[src/rtl/erase_seq_pkg.sv]
package erase_seq_pkg;

  typedef enum logic [1:0] {
    ST_IDLE   = 2'd0,
    ST_ERASE  = 2'd1,
    ST_VERIFY = 2'd2
  } seq_state_t;

  // progress layout: {operating, phase_or_fail, attempt}
  localparam int PROG_FLAG_BITS = 2;

endpackage

[src/rtl/esq_attempt.sv]
module esq_attempt #(
  parameter int STR_W = 2
) (
  input  logic             clk,
  input  logic             clr,
  input  logic             load,
  input  logic             adv,
  output logic [STR_W-1:0] att,
  output logic [STR_W-1:0] att_nxt,
  output logic             is_last
);

  localparam logic [STR_W-1:0] LAST = {STR_W{1'b1}};
  localparam logic [STR_W-1:0] ONE  = {{(STR_W-1){1'b0}}, 1'b1};

  always_comb begin
    if (load)     att_nxt = '0;
    else if (adv) att_nxt = att + ONE;
    else          att_nxt = att;
  end

  always_ff @(posedge clk) begin
    if (clr) att <= '0;
    else     att <= att_nxt;
  end

  assign is_last = (att == LAST);

endmodule

[src/rtl/esq_fsm.sv]
module esq_fsm
  import erase_seq_pkg::*;
(
  input  logic       clk,
  input  logic       clr,
  input  logic       start,
  input  logic       retry_mode,
  input  logic       erase_done,
  input  logic       vfy_valid,
  input  logic       vfy_pass,
  input  logic       is_last,
  output seq_state_t nxt,
  output logic       latch,
  output logic       adv,
  output logic       go_verify,
  output logic       fin,
  output logic       fin_fail
);

  seq_state_t state;
  logic       retry_q;

  always_comb begin
    nxt       = state;
    latch     = 1'b0;
    adv       = 1'b0;
    go_verify = 1'b0;
    fin       = 1'b0;
    fin_fail  = 1'b0;
    unique case (state)
      ST_IDLE: begin
        if (start) begin
          latch = 1'b1;
          nxt   = ST_ERASE;
        end
      end
      ST_ERASE: begin
        if (erase_done) begin
          if (retry_q) begin
            go_verify = 1'b1;
            nxt       = ST_VERIFY;
          end else begin
            fin = 1'b1;
            nxt = ST_IDLE;
          end
        end
      end
      ST_VERIFY: begin
        if (vfy_valid) begin
          if (vfy_pass) begin
            fin = 1'b1;
            nxt = ST_IDLE;
          end else if (is_last) begin
            fin      = 1'b1;
            fin_fail = 1'b1;
            nxt      = ST_IDLE;
          end else begin
            adv = 1'b1;
            nxt = ST_ERASE;
          end
        end
      end
      default: nxt = ST_IDLE;
    endcase
  end

  always_ff @(posedge clk) begin
    if (clr) begin
      state   <= ST_IDLE;
      retry_q <= 1'b0;
    end else begin
      state <= nxt;
      if (latch) retry_q <= retry_mode;
    end
  end

endmodule

[src/rtl/esq_progress.sv]
module esq_progress #(
  parameter int STR_W = 2
) (
  input  logic               clk,
  input  logic               rst,
  input  logic               soft_rst,
  input  logic               upd,
  input  logic               active,
  input  logic               phase_or_fail,
  input  logic [STR_W-1:0]   att_nxt,
  output logic [STR_W+1:0]   progress
);

  always_ff @(posedge clk) begin
    if (rst) begin
      progress <= '0;
    end else if (!soft_rst && upd) begin
      progress <= {active, phase_or_fail, att_nxt};
    end
  end

endmodule

[src/rtl/erase_retry_seq.sv]
module erase_retry_seq
  import erase_seq_pkg::*;
#(
  parameter int ADDR_W = 24,
  parameter int STR_W  = 2
) (
  input  logic              clk,
  input  logic              rst,
  input  logic              soft_rst,
  input  logic              start,
  input  logic              retry_mode,
  input  logic [ADDR_W-1:0] page_addr,
  input  logic              erase_done,
  input  logic              vfy_valid,
  input  logic              vfy_pass,
  output logic              erase_req,
  output logic [STR_W-1:0]  erase_strength,
  output logic              vfy_req,
  output logic [ADDR_W-1:0] tgt_addr,
  output logic              busy,
  output logic              done,
  output logic              fail,
  output logic [STR_W+1:0]  progress
);

  localparam int PROG_W = STR_W + PROG_FLAG_BITS;

  logic             clr;
  seq_state_t       nxt;
  logic             latch, adv, go_verify, fin, fin_fail;
  logic             is_last;
  logic [STR_W-1:0] att_nxt;
  logic [PROG_W-1:0] prog_w;

  assign clr = rst | soft_rst;

  esq_fsm u_fsm (
    .clk        (clk),
    .clr        (clr),
    .start      (start),
    .retry_mode (retry_mode),
    .erase_done (erase_done),
    .vfy_valid  (vfy_valid),
    .vfy_pass   (vfy_pass),
    .is_last    (is_last),
    .nxt        (nxt),
    .latch      (latch),
    .adv        (adv),
    .go_verify  (go_verify),
    .fin        (fin),
    .fin_fail   (fin_fail)
  );

  esq_attempt #(.STR_W(STR_W)) u_att (
    .clk     (clk),
    .clr     (clr),
    .load    (latch),
    .adv     (adv),
    .att     (erase_strength),
    .att_nxt (att_nxt),
    .is_last (is_last)
  );

  esq_progress #(.STR_W(STR_W)) u_prog (
    .clk           (clk),
    .rst           (rst),
    .soft_rst      (soft_rst),
    .upd           (latch | adv | go_verify | fin),
    .active        (!fin),
    .phase_or_fail (fin ? fin_fail : go_verify),
    .att_nxt       (att_nxt),
    .progress      (prog_w)
  );

  assign progress = prog_w;

  always_ff @(posedge clk) begin
    if (clr) begin
      erase_req <= 1'b0;
      vfy_req   <= 1'b0;
      busy      <= 1'b0;
      done      <= 1'b0;
      fail      <= 1'b0;
      tgt_addr  <= '0;
    end else begin
      erase_req <= (nxt == ST_ERASE);
      vfy_req   <= (nxt == ST_VERIFY);
      busy      <= (nxt != ST_IDLE);
      done      <= fin;
      if (latch)    fail <= 1'b0;
      else if (fin) fail <= fin_fail;
      if (latch) tgt_addr <= page_addr;
    end
  end

endmodule

[config.mk]
export PLATFORM = sky130hd
export DESIGN_NAME = erase_retry_seq
export DESIGN_NICKNAME = d
export VERILOG_FILES = /design/src/rtl/erase_seq_pkg.sv /design/src/rtl/esq_attempt.sv /design/src/rtl/esq_fsm.sv /design/src/rtl/esq_progress.sv /design/src/rtl/erase_retry_seq.sv
export SDC_FILE = /design/constraint.sdc
export NUM_CORES = 1
export LEC_CHECK = 0
export BUFFER_PORTS_ARGS = -buffer_cell sky130_fd_sc_hd__buf_2
export CAP_MARGIN = 10
export CORE_MARGIN = 2
export CORE_UTILIZATION = 46
export DETAILED_ROUTE_END_ITERATION = 12
export PLACE_DENSITY = 0.78
export SETUP_SLACK_MARGIN = 0.2
export SLEW_MARGIN = 20
export SYNTH_ARGS = -nofsm -noshare
export SYNTH_HDL_FRONTEND = slang
export SYNTH_SLANG_ARGS = --single-unit
[constraint.sdc]
create_clock -name clk -period 1.8 [get_ports clk]
set_input_delay 0.09 -clock clk [delete_from_list [all_inputs] [get_ports clk]]
set_output_delay 0.09 -clock clk [all_outputs]
set_load 0.1 [all_outputs]
==> metrics.txt, run 1 <==
status finished clean; Critical R2R Launch u_fsm.state[0]; met3 Resource Use GR roughly 5.7%; total gr overflow 0; Post-Synthesis Cell Area roughly 1500 um2; Post-Layout Cell Count approximately 320; Fin Hold WS roughly 0.08 ns; IO Port Bufs 66; synth warn 0; top-area cell type share of the netlist area about half; clk sinks 38; reg2reg end u_prog.progress[1]; Detail Placement HPWL between 2 and 3 mm; Worst setup endpoint u_prog.progress[1]; PwrDens between 700 and 800 nW/um2; ranking of synthesized cells by area dfxtp_1 50%, nand2_1 14%, a21oi_1 9.3%; Final Hold Fails 0; CP Max Fanout 4; unrepaired setup endpoints after global routing yes; routed vias between 1500 and 2000; CTS Buf Count 5; vias in the first global route about 1500; FF-to-FF setup slack 0.19 ns; Least-Margin Pin Slew between 0.5 and 0.6 ns; LEAKAGE between 0.001 and 0.0015 uW; row count 20; GRT met1 Usage between 20 and 30%; Peak Freq 0.622 GHz; DR WL/cell between 10 and 15 um; initial core utilization 48.8%; Final GP Congestion a little over 0.8; gr usage total approximately a quarter; Vert. Die Dim roughly 60 um; Worst EP arrival between 1.5 and 2 ns; Routed Antenna Nets 0; crit path from u_fsm.state[0]; final net count just over 300; Hold Crit Class in -> reg; fill count between 200 and 250; DRT Wirelength 4.16 mm; most instantiated cells after synthesis 56 x nand2_1, 38 x dfxtp_1, 28 x a21oi_1; routed vias/inst roughly 4.8; Slew HR 61.0%; first-pass GRT wire length 6.52 mm; Most Crowded Layer GR met2; worst skew pair latency between 0.3 and 0.4 ns; maximum capacitance violations 0; core area between 3000 and 4000 um2; die area about 3800 um2; DRT Pass-1 Iters 5; Slew Viols, Final 0; crit share post-route 89.3%; skew final slightly below 0.005 ns; die width ~61 um; Netlist cell types 29; Max rail drop VDD around 0.52 mV; diode count 0; CP Launch Type register; Reg clk slew, reported paths around 0.11 ns; post-layout minimum cycle time roughly 1.6 ns; most frequent cell after synthesis nand2_1; Mapped Nets 215; Placed Cells between 200 and 300; initial antenna violation count 0; CTS tree built; I/O pins 67; cells after synthesis 178; Buf/Inv on CP 1; DRC viols 0; worst reg2reg path depth 6; Avg Inst Size Synth around 8.5 um2; ys flop type dfxtp_1; Post-synth ARST share 0%; Worst Setup Path Type reg -> reg; largest net degree at the start of global routing 26; H-tree depth 2; final setup fails 0; share of the yosys chip area belonging to registers between 50% and 60%; Post-synth EDFFs 0; setup_tns 0 ns; Layout area overhead 55.3%; met2 GRT Util between 40% and 50%; cell family with most CP delay flip-flops; Seq cells post-synth 38; initial DRC count 44; Setup crit end kind register; Crit-path slowest cell dfxtp_4; fraction of layout cells with a size suffix above 1 a little under two fifths; WP depth 6; WP data required just over 2 ns; CP peak stage delay 0.39 ns; worst path cell trace inv_2, ha_4, and4bb_4, nor2_4, a21oi_4, mux2_4; Max clock buf depth 2; Root Buffer clkbuf_4; post-synth top area cell dfxtp_1
[final cells by class]
cell class              instances  area (um2)  area share (%)
flip-flops and latches         38         776            33.0
repair buffers                 97         638            27.1
well taps                      44        55.1            2.34
inverters                       3        11.3           0.479
multi-input cells             129         807            34.3
clock buffers                   6        51.3            2.18
clock inverters                 2        12.5           0.532
[tightest hold or removal path, cell delays in order]
cell and delay (ns):
buf_2 0.12, or3_1 0.11, mux2i_1 0.06
[logic make-up after synthesis]
logic type | Yosys count | share of synthesized area, %
flops | 38 | 50.2
simple gates | 78 | 22.7
mux | 5 | 3.47
compound gates | 40 | 15.8
xor+xnor | 1 | 0.579
buf+inv | 11 | 3.06
fa+ha+maj | 5 | 4.13
[what timing repair did]
item	CTS	global route
hold buffers	25	0
gates cloned	0	0
pin swaps	0	5
resized for setup	4	17
buffers inserted	0	2
endpoints found under the hold margin	25	0
endpoints found under the setup margin	7	9
[how the worst min path moves through the flow]
stage | cells after the start | endpoint | start
2_1_floorplan | 2 | u_fsm.retry_q | retry_mode
3_3_place_gp | 3 | tgt_addr[20] | page_addr[20]
3_5_place_dp | 3 | tgt_addr[10] | page_addr[10]
4_1_cts | 3 | u_prog.progress[0] | rst
5_1_grt | 3 | u_prog.progress[0] | rst
6_report | 3 | u_prog.progress[0] | rst
[state kept, by name, indices dropped and copies added, names as in the netlist]
signal           count
erase_req            1
done                 1
u_fsm.retry_q        1
u_fsm.state          2
u_prog.progress      4
busy                 1
tgt_addr            24
u_att.att            2
fail                 1
vfy_req              1
[report_power, final]
part / leakage, uW / switching [uW] / total (uW) / internal, uW
Sequential: 0.000312 / 13.6 / 872 / 858
Clock: 0.0000343 / 284 / 472 / 188
Combinational: 0.000711 / 253 / 368 / 115
Total: 0.00106 / 551 / 1710 / 1160
[layer usage]
metal | up-vias | share of wire (%)
li1 | 786 | -
met1 | 680 | 42
met2 | 50 | 51
met3 | 7 | 4.9
met4 | 0 | 1.7
met5 | - | 0
[per-stage QoR]
step	area, um2	total power (uW)	setup WS [ns]	util, %
after CTS	2250	1710	0.167	72.7
final	2350	1710	0.193	75.8
after floorplan	1550	1120	0.141	-
after global routing	2350	1790	0.138	75.8
after global placement	1930	1200	0.184	62.2
after detailed placement	1930	1200	0.0930	62.2
[cells in the final DEF, fill, tap and decap left out, types with 3 or more instances in the layout]
cell,synthesis,routed
buf_2,4,66
nand2_1,56,56
dfxtp_1,38,34
a21oi_1,28,28
dlygate4sd3_1,0,25
clkbuf_4,0,5
buf_4,0,5
ha_4,0,4
dfxtp_4,0,4
nor2_1,3,3
nor3_1,3,3
and3_1,3,3
nor2b_1,4,3
No activity file was read; power rests on OpenSTA's default activity.
==> run 2: changes to the inputs <==
- CORE_MARGIN: 2 -> unset
==> run 2 against run 1 <==
Against the previous run:
- via count is 2.4% higher
- setup slack better by 0.038 ns
- worst hold slack worse by 0.054 ns
- non-clock buffer count is 3 higher
- critical path depth stayed put
- count of clock-buffer cells in the layout stayed put
- flip-flop and latch count stayed put
- global-route usage is 1.7 points higher
- cell count is 0.94% higher
==> metrics.txt, run 2 (synthesized netlist as in run 1, its figures left out) <==
unrepaired setup endpoints after global routing yes; routed vias/inst 4.84; post-layout instance area between 2000 and 2500 um2; Fin Hold WS around 0.026 ns; fraction of layout cells with a size suffix above 1 between 30 and 40%; CP Max Fanout 4; most frequent cells in the layout 66 x buf_2, 56 x nand2_1, 34 x dfxtp_1, 28 x a21oi_1, 24 x dlygate4sd3_1; Tot Pwr around 1700 uW; row count 20; total gr overflow 0; maximum capacitance violations 0; Final Hold Fails 0; crit path from u_fsm.state[0]; DRT Pass-1 Iters 4; worst reg2reg path depth 6; setup_tns 0 ns; Layout area overhead 54.3%; Peak Freq between 0.6 and 0.7 GHz; fill count between 200 and 250; Detail Placement HPWL ~2.5 mm; initial DRC count 58; H-tree depth 2; Largest Register tgt_addr; area of placed instances 1930 um2; Worst setup endpoint u_prog.progress[1]; final setup fails 0; WP data required a little over 2 ns; Max rail drop VDD between 0.5 and 0.6 mV; Vert. Die Dim approximately 59 um; Max clock buf depth 2; Post-Layout Cell Count about 320; CTS tree built; min-delay src page_addr[23]; Slew Viols, Final 0; DRC viols 0; reg2reg end u_prog.progress[1]; status finished clean; diode count 0; vias in the first global route about 1500; IO Port Bufs 66; LEAKAGE 0.00108 uW; skew final about 0.012 ns; Reg clk slew, reported paths roughly 0.12 ns; FF-to-FF setup slack roughly 0.23 ns; first-pass GRT wire length roughly 6.5 mm; initial antenna violation count 0; die area 3520 um2; routed vias ~1600; Critical R2R Launch u_fsm.state[0]; most common cell after layout, fill and taps aside buf_2; CTS Buf Count 5; Routed Antenna Nets 0; worst skew pair latency ~0.35 ns; gr usage total roughly a quarter; core area approximately 3000 um2; Worst Setup Path Type reg -> reg; initial core utilization about half; Root Buffer clkbuf_4; Top Registers tgt_addr: 24 flops, u_prog.progress: 4 flops; final net count between 300 and 400; die width a little under 60 um; PwrDens 737 nW/um2; DRT Wirelength roughly 4.2 mm; post-layout minimum cycle time 1.57 ns; largest net degree at the start of global routing 26; DR WL/cell roughly 13 um; Slew HR between 60% and 70%; crit share post-route 87.2%; Largest register FFs 24; Placed Cells ~280; Final GP Congestion about 0.8; Setup crit end kind register; Hold Crit Class in -> reg; clk sinks 38; Least-Margin Pin Slew approximately 0.50 ns; CP Launch Type register; I/O pins 67; Worst EP arrival 1.82 ns
==> run 2: through the flow <==
stage	worst slack (ns)	util [%]
global placement	0.183	62.7
detailed placement	0.130	62.7
finish	0.231	75.9
floorplan	0.141	-
CTS	0.203	74.4
global route	0.182	75.9
==> run 2: metal layers <==
layer	wire length, um	vias up	global-route usage (%)
li1	-	788	-
met1	1720	703	30.3
met2	2130	53	41.3
met3	197	15	6.55
met4	134	0	14.6
met5	0	-	0
==> run 2: timing repair <==
action                     CTS  global route
pin swaps                    2             0
hold endpoints to repair    24             0
buffers inserted             4             2
setup endpoints to repair    4             7
resized for setup            8            10
hold buffers                24             0
==> run 2: area by class of cell <==
| cell class | count | area (um2) | share of cell area [%] |
|---|---|---|---|
| Tap cell | 44 | 55.1 | 2.36 |
| Clock inverter | 2 | 12.5 | 0.536 |
| Clock buffer | 6 | 51.3 | 2.20 |
| Multi-Input combinational cell | 129 | 787 | 33.7 |
| Inverter | 3 | 11.3 | 0.482 |
| Sequential cell | 38 | 773 | 33.1 |
| Timing Repair Buffer | 100 | 646 | 27.6 |
==> run 2: where the power goes <==
group,switching (uW),internal [uW]
Sequential,11.6,859
Clock,289,188
Combinational,256,117
Total,557,1160
==> run 2: worst min path at each step <==
stage / slack (ns) / to / cells past startpoint
2_1_floorplan: 0.23 / u_fsm.retry_q / 2
3_3_place_gp: 0.33 / tgt_addr[11] / 3
3_5_place_dp: 0.34 / tgt_addr[12] / 3
4_1_cts: 0.01 / tgt_addr[23] / 3
5_1_grt: 0.03 / tgt_addr[23] / 3
6_report: 0.03 / tgt_addr[23] / 3
==> run 2: critical path, cell delays in order, from the launching register on <==
cell and delay [ns]:
dfxtp_2 0.35, inv_2 0.08, ha_2 0.21, and4bb_4 0.29, mux2i_2 0.24, nor2_1 0.06
mux2_4 0.25
